===== src/rtl/afilt_pkg.sv =====
package afilt_pkg;

  typedef enum logic [1:0] {
    FR_IDLE = 2'd0,
    FR_BUSY = 2'd1,
    FR_DONE = 2'd2
  } fr_state_t;

  // One byte through a reflected CRC, least significant bit first.
  function automatic logic [31:0] crc_step_byte(input logic [31:0] c_in,
                                                input logic [7:0]  d,
                                                input logic [31:0] poly);
    logic [31:0] c;
    c = c_in;
    for (int i = 0; i < 8; i++) begin
      if (c[0] ^ d[i]) c = (c >> 1) ^ poly;
      else             c = c >> 1;
    end
    return c;
  endfunction

endpackage


===== src/rtl/afilt_seq.sv =====
module afilt_seq #(
  parameter int unsigned ADDR_BYTES = 6,
  parameter int unsigned IDX_W      = 4
) (
  input  logic             clk,
  input  logic             rst_n,
  input  logic             byte_valid,
  input  logic             byte_last,
  output logic             frame_start,
  output logic             frame_end,
  output logic             len_ok,
  output logic [IDX_W-1:0] byte_idx
);
  import afilt_pkg::*;

  fr_state_t        state_q;
  logic [IDX_W-1:0] idx_q;

  assign byte_idx    = (state_q == FR_BUSY) ? idx_q : '0;
  assign frame_start = byte_valid && (state_q != FR_BUSY);
  assign frame_end   = byte_valid && byte_last;
  assign len_ok      = frame_end && (byte_idx == IDX_W'(ADDR_BYTES - 1));

  always_ff @(posedge clk or negedge rst_n) begin
    if (!rst_n) begin
      state_q <= FR_IDLE;
      idx_q   <= '0;
    end else if (byte_valid) begin
      state_q <= byte_last ? FR_DONE : FR_BUSY;
      if (byte_idx != IDX_W'(ADDR_BYTES))
        idx_q <= byte_idx + 1'b1;
      else
        idx_q <= byte_idx;
    end
  end

endmodule


===== src/rtl/afilt_crc.sv =====
module afilt_crc #(
  parameter logic [31:0] POLY      = 32'hEDB88320,
  parameter int unsigned HASH_BITS = 6
) (
  input  logic                 clk,
  input  logic                 rst_n,
  input  logic                 byte_valid,
  input  logic                 frame_start,
  input  logic [7:0]           byte_data,
  output logic [HASH_BITS-1:0] hash_now
);
  import afilt_pkg::*;

  logic [31:0] crc_q;
  logic [31:0] crc_in;
  logic [31:0] crc_next;

  assign crc_in   = frame_start ? 32'hFFFF_FFFF : crc_q;
  assign crc_next = crc_step_byte(crc_in, byte_data, POLY);
  assign hash_now = crc_next[31 -: HASH_BITS];

  always_ff @(posedge clk or negedge rst_n) begin
    if (!rst_n)          crc_q <= 32'hFFFF_FFFF;
    else if (byte_valid) crc_q <= crc_next;
  end

endmodule


===== src/rtl/afilt_ucast.sv =====
module afilt_ucast #(
  parameter int unsigned ADDR_BYTES = 6,
  parameter int unsigned IDX_W      = 4
) (
  input  logic                    clk,
  input  logic                    rst_n,
  input  logic                    byte_valid,
  input  logic                    frame_start,
  input  logic [7:0]              byte_data,
  input  logic [IDX_W-1:0]        byte_idx,
  input  logic [8*ADDR_BYTES-1:0] station_addr,
  output logic                    match_now,
  output logic                    mcast_now
);
  logic match_q;
  logic mcast_q;
  logic byte_eq;

  always_comb begin
    byte_eq = 1'b0;
    for (int k = 0; k < int'(ADDR_BYTES); k++) begin
      if (byte_idx == IDX_W'(k))
        byte_eq = (byte_data == station_addr[8*k +: 8]);
    end
  end

  assign match_now = (frame_start ? 1'b1 : match_q) && byte_eq;
  assign mcast_now = frame_start ? byte_data[0] : mcast_q;

  always_ff @(posedge clk or negedge rst_n) begin
    if (!rst_n) begin
      match_q <= 1'b0;
      mcast_q <= 1'b0;
    end else if (byte_valid) begin
      match_q <= match_now;
      mcast_q <= mcast_now;
    end
  end

endmodule


===== src/rtl/afilt_decide.sv =====
module afilt_decide #(
  parameter int unsigned HASH_BITS   = 6,
  parameter int unsigned FILT_WORD_W = 16
) (
  input  logic [HASH_BITS-1:0]      hash_idx,
  input  logic [(1<<HASH_BITS)-1:0] filt_words,
  input  logic                      is_mcast,
  input  logic                      ucast_hit,
  input  logic                      len_ok,
  input  logic                      promisc,
  output logic                      hash_hit,
  output logic                      verdict
);
  localparam int unsigned FILT_WORDS = (1 << HASH_BITS) / FILT_WORD_W;
  localparam int unsigned BSEL_W     = $clog2(FILT_WORD_W);
  localparam int unsigned WSEL_W     = HASH_BITS - BSEL_W;

  logic [FILT_WORD_W-1:0] fw [FILT_WORDS];
  logic [WSEL_W-1:0]      word_sel;
  logic [BSEL_W-1:0]      bit_sel;

  for (genvar g = 0; g < int'(FILT_WORDS); g++) begin : g_word
    assign fw[g] = filt_words[g*FILT_WORD_W +: FILT_WORD_W];
  end

  assign word_sel = hash_idx[HASH_BITS-1 -: WSEL_W];
  assign bit_sel  = hash_idx[BSEL_W-1:0];
  assign hash_hit = fw[word_sel][bit_sel];

  always_comb begin
    if (promisc)      verdict = 1'b1;
    else if (!len_ok) verdict = 1'b0;
    else if (is_mcast) verdict = hash_hit;
    else              verdict = ucast_hit;
  end

endmodule


===== src/rtl/rx_addr_filter.sv =====
module rx_addr_filter #(
  parameter int unsigned ADDR_BYTES  = 6,
  parameter int unsigned HASH_BITS   = 6,
  parameter int unsigned FILT_WORD_W = 16,
  parameter logic [31:0] CRC_POLY    = 32'hEDB88320
) (
  input  logic                      clk,
  input  logic                      rst_n,
  input  logic                      byte_valid,
  input  logic [7:0]                byte_data,
  input  logic                      byte_last,
  input  logic [(1<<HASH_BITS)-1:0] filt_words,
  input  logic [8*ADDR_BYTES-1:0]   station_addr,
  input  logic                      promisc,
  output logic                      result_valid,
  output logic                      accept
);
  localparam int unsigned IDX_W = $clog2(ADDR_BYTES + 1) + 1;

  // Named internal events, observed by the bound checker
  logic                 frame_start;
  logic                 frame_end;
  logic                 len_ok;
  logic [IDX_W-1:0]     byte_idx;
  logic [HASH_BITS-1:0] hash_idx;
  logic                 is_mcast;
  logic                 ucast_hit;
  logic                 hash_hit;
  logic                 verdict;

  afilt_seq #(.ADDR_BYTES(ADDR_BYTES), .IDX_W(IDX_W)) u_seq (
    .clk(clk), .rst_n(rst_n), .byte_valid(byte_valid), .byte_last(byte_last),
    .frame_start(frame_start), .frame_end(frame_end), .len_ok(len_ok),
    .byte_idx(byte_idx)
  );

  afilt_crc #(.POLY(CRC_POLY), .HASH_BITS(HASH_BITS)) u_crc (
    .clk(clk), .rst_n(rst_n), .byte_valid(byte_valid),
    .frame_start(frame_start), .byte_data(byte_data), .hash_now(hash_idx)
  );

  afilt_ucast #(.ADDR_BYTES(ADDR_BYTES), .IDX_W(IDX_W)) u_ucast (
    .clk(clk), .rst_n(rst_n), .byte_valid(byte_valid),
    .frame_start(frame_start), .byte_data(byte_data), .byte_idx(byte_idx),
    .station_addr(station_addr), .match_now(ucast_hit), .mcast_now(is_mcast)
  );

  afilt_decide #(.HASH_BITS(HASH_BITS), .FILT_WORD_W(FILT_WORD_W)) u_dec (
    .hash_idx(hash_idx), .filt_words(filt_words), .is_mcast(is_mcast),
    .ucast_hit(ucast_hit), .len_ok(len_ok), .promisc(promisc),
    .hash_hit(hash_hit), .verdict(verdict)
  );

  always_ff @(posedge clk or negedge rst_n) begin
    if (!rst_n) begin
      result_valid <= 1'b0;
      accept       <= 1'b0;
    end else if (frame_end) begin
      result_valid <= 1'b1;
      accept       <= verdict;
    end else if (frame_start) begin
      result_valid <= 1'b0;
      accept       <= 1'b0;
    end
  end

endmodule


===== config.mk =====
export PLATFORM = sky130hd
export DESIGN_NAME = rx_addr_filter
export DESIGN_NICKNAME = d
export VERILOG_FILES = /design/src/rtl/afilt_pkg.sv /design/src/rtl/afilt_seq.sv /design/src/rtl/afilt_crc.sv /design/src/rtl/afilt_ucast.sv /design/src/rtl/afilt_decide.sv /design/src/rtl/rx_addr_filter.sv
export SDC_FILE = /design/constraint.sdc
export NUM_CORES = 1
export LEC_CHECK = 0
export BUFFER_PORTS_ARGS = -buffer_cell sky130_fd_sc_hd__buf_4
export CAP_MARGIN = 20
export CELL_PAD_IN_SITES_DETAIL_PLACEMENT = 1
export CELL_PAD_IN_SITES_GLOBAL_PLACEMENT = 1
export CORE_MARGIN = 2
export CORE_UTILIZATION = 35
export DETAILED_ROUTE_END_ITERATION = 8
export PLACE_DENSITY_LB_ADDON = 0.1
export SYNTH_ARGS = -nofsm -noshare
export SYNTH_HDL_FRONTEND = slang
export SYNTH_SLANG_ARGS = --single-unit

===== constraint.sdc =====
create_clock -name clk -period 2.8 [get_ports clk]
set_input_delay 0.14 -clock clk [delete_from_list [all_inputs] [get_ports clk]]
set_output_delay 0.14 -clock clk [all_outputs]
set_load 0.02 [all_outputs]

==> impl_metrics.json <==
{
  "routed_wl_mm": 12.4,
  "seq_area_frac_synth_pct": 28.2,
  "maxSlewViolCount": 0,
  "cts-root-buf": "clkbuf_8",
  "firstDrtPassIters": 4,
  "clock_latency_ps": 300,
  "place_congestion": 0.790,
  "p_leak_nw": 2.27,
  "cts_tree": "done",
  "grt_max_degree": 52,
  "required_ps": 3000,
  "grt_use_met1_pct": 27.3,
  "synth-edff-count": 0,
  "power_frac_seq_pct": 18.6,
  "max_cap_violations": 0,
  "critPathMaxFanout": 8,
  "io_buffers": 126,
  "grt_pass1_vias": 3609,
  "drt-initial-drc-count": 120,
  "htree_num_levels": 2,
  "track_usage_pct": 21.4,
  "syn-num-nets": 516,
  "setup_viol": 0,
  "avgViaCountPerCell": 4.92,
  "core_sq_mm": 0.0108,
  "clkPwrFrac_pct": 6.2,
  "skew_ps": 4.93,
  "switching_power_mw": 2.59,
  "synth_cell_types": 42,
  "use_met2_pct": 38.6,
  "critPathLaunchType": "flip-flop",
  "antenna_found_initial": 0,
  "vias": 3322,
  "clock-sinks": 42,
  "synthArstFlopShare_pct": 100,
  "peakVddDrop_mv": 0.536,
  "path_cells": "nand2b_4, and2_4, nor2_4, xnor2_2, buf_12, mux4_2, mux2_4, or3_1, o2111a_1, o31a_1",
  "clockBufferDepth": 2,
  "ioPinCount": 127,
  "setup_tns_ps": 0,
  "slowest_delay_ps": 490,
  "die_h_um": 109,
  "nets": 663,
  "busiest_layer": "met2",
  "power_frac_comb_pct": 75.2,
  "fmax_ghz": 0.371,
  "finalHoldViolCount": 0,
  "antenna_left": 0,
  "layout.area.seq_sq_mm": 0.00109,
  "synthToLayoutAreaGrowth_pct": 39.6,
  "fin_area_sq_mm": 0.00540,
  "overflow": 0,
  "synth_area_per_cell_sq_um": 10.0,
  "grtUsageMet3_pct": 2.69,
  "placed_area_sq_mm": 0.00512,
  "antenna_cells": 0,
  "p_per_area_mw_per_mm2": 1220,
  "worstSetupEndpointType": "flip-flop",
  "grt_pass1_wl_mm": 19.3,
  "final_core_util_pct": 50.0,
  "status": "completed",
  "intPower_mw": 4.01,
  "netlist_area_sq_mm": 0.00387,
  "slowest_stage": "mux4_2",
  "fp.dieW_um": 109,
  "max_slew_margin_pct": 59.5,
  "cts_buffers": 5,
  "synthCells": 387,
  "fp-row-count": 38,
  "crit_arrival_ps": 2890,
  "dp_cells": 658,
  "synth_seq_cells": 42,
  "tightest_slew_ps": 604,
  "die_area_sq_mm": 0.0119,
  "fin_crit_sh_pct": 96.3,
  "criticalPathCategory": "reg -> reg",
  "n_fill_cell": 1227,
  "drive_above_1_share_pct": 49.2,
  "wl_per_cell_um": 18.4,
  "multi_input_area_sq_mm": 0.00273,
  "finalNonFillerCells": 675,
  "hpwl_mm": 9.83,
  "start_util_pct": 35.9,
  "min_period_ps": 2700,
  "clk_pin_slew_ps": 90,
  "drc": 0,
  "p_sw_share_pct": 39.2,
  "yosys_warnings": 0,
  "hold_path.class": "in -> reg",
  "synth_ff_type": "dfstp_2"
}
cells in the mapped netlist (all sizes together), types with 4 or more instances:
master | count | area, sq um
o21ai | 9 | 45.0
dfstp | 32 | 841
clkbuf | 6 | 22.5
mux4 | 18 | 405
nor4 | 7 | 43.8
mux2i | 8 | 80.1
nand2 | 7 | 26.3
a21oi | 26 | 134
dfrtp | 10 | 250
xnor2 | 100 | 910
nor2 | 48 | 183
mux2 | 18 | 203
ha | 4 | 50.1
nand4 | 5 | 31.3
buf | 19 | 110
xor2 | 37 | 332
nand3 | 4 | 20.0
inv | 10 | 37.5
what timing repair did:
| item | in CTS | in global routing |
|---|---|---|
| setup buffers | 4 | 4 |
| resized for setup | 2 | 16 |
| hold buffers | 1 | 0 |
| endpoints found under the hold margin | 10 | 0 |
| endpoints found under the setup margin | 1 | 1 |
| pin swaps | 0 | 5 |
state kept, by name, summed over array words and instances, names as in the netlist:
name,count
u_ucast.match_q,1
u_seq.idx_q,4
accept,1
u_ucast.mcast_q,1
result_valid,1
u_crc.crc_q,32
u_seq.state_q,2
cells in the final DEF (no fill, tap or decap), types with 4 or more instances in the layout:
| cell | count |
|---|---|
| a21oi_1 | 22 |
| buf_4 | 159 |
| clkbuf_8 | 5 |
| dfrtp_1 | 10 |
| dfstp_2 | 32 |
| ha_1 | 4 |
| inv_1 | 10 |
| mux2_2 | 17 |
| mux2i_1 | 8 |
| mux4_2 | 18 |
| nand2_1 | 7 |
| nand3_1 | 4 |
| nand4_1 | 5 |
| nor2_1 | 46 |
| nor4_1 | 7 |
| o21ai_0 | 9 |
| xnor2_1 | 88 |
| xnor2_2 | 10 |
| xor2_1 | 35 |
logic make-up (layout without fill, tap and decap cells):
kind of cell               after synthesis  in the layout  synth area share (%)
AOI/OAI and AO/OA                       43             43                  6.30
xor gates and xnor gates               137            137                  32.1
adders and majority gates                4              4                  1.29
buffers and inverters                   35            183                  4.40
DFF                                     42             42                  28.2
muxes                                   44             44                  17.8
and+or+nand+nor                         82             82                  9.96
area by class of cell:
class / instances / area share, %
Multi-Input combinational cell: 310 / 50.5
Timing Repair Buffer: 165 / 23.7
Sequential cell: 42 / 20.2
Tap cell: 140 / 3.24
Clock buffer: 5 / 1.27
Inverter: 10 / 0.695
Clock inverter: 3 / 0.394
worst max-delay path, delay by kind of cell, from the launching register on:
family | cells | cell delay (ps)
xor+xnor | 1 | 130
flops | 1 | 410
simple gates | 4 | 760
buf+inv | 1 | 160
compound gates | 2 | 360
mux | 2 | 760
per-stage QoR:
step / hold slack, ps / power [mW] / worst slack [ps]
4_1_cts: 15.0 / 6.46 / 5.44
5_1_grt: 27.8 / 7.06 / -5.18
3_5_place_dp: 176 / 5.89 / -5.43
3_3_place_gp: 171 / 5.79 / 45.5
6_report: 31.3 / 6.60 / 104
2_1_floorplan: -156 / 4.51 / -7.16
path summary, 6_finish.rpt:
check	from	endpoint	slack, ps	depth (start not counted)
setup reg to reg	u_seq.state_q[1]$_DFFE_PN0P_	accept$_DFFE_PN0P_	100	10
hold / removal	byte_last	u_seq.state_q[0]$_DFFE_PN0P_	30	2
setup / recovery	u_seq.state_q[1]$_DFFE_PN0P_	accept$_DFFE_PN0P_	100	10
min in group asynchronous	rst_n	u_ucast.mcast_q$_DFFE_PN0P_	370	2
max in group asynchronous	rst_n	u_crc.crc_q[11]$_DFFE_PN1P_	2060	2
hold reg to reg	u_crc.crc_q[15]$_DFFE_PN1P_	u_crc.crc_q[15]$_DFFE_PN1P_	490	2
per-layer routing:
metal / vias to the layer above / share of wire, %
li1: 1599 / -
met1: 1633 / 43
met2: 77 / 52
met3: 13 / 4.1
met4: 0 / 1.3
met5: - / 0
power groups by stage:
stage	Sequential [mW]	Clock, mW	Combinational (mW)
6_report	1.23	0.412	4.96
5_1_grt	1.26	0.449	5.35
4_1_cts	1.22	0.425	4.81
3_5_place_dp	1.23	0	4.66
3_3_place_gp	1.22	0	4.57
2_1_floorplan	1.18	0	3.33
Note: power is estimated with default switching activity, not from simulation.
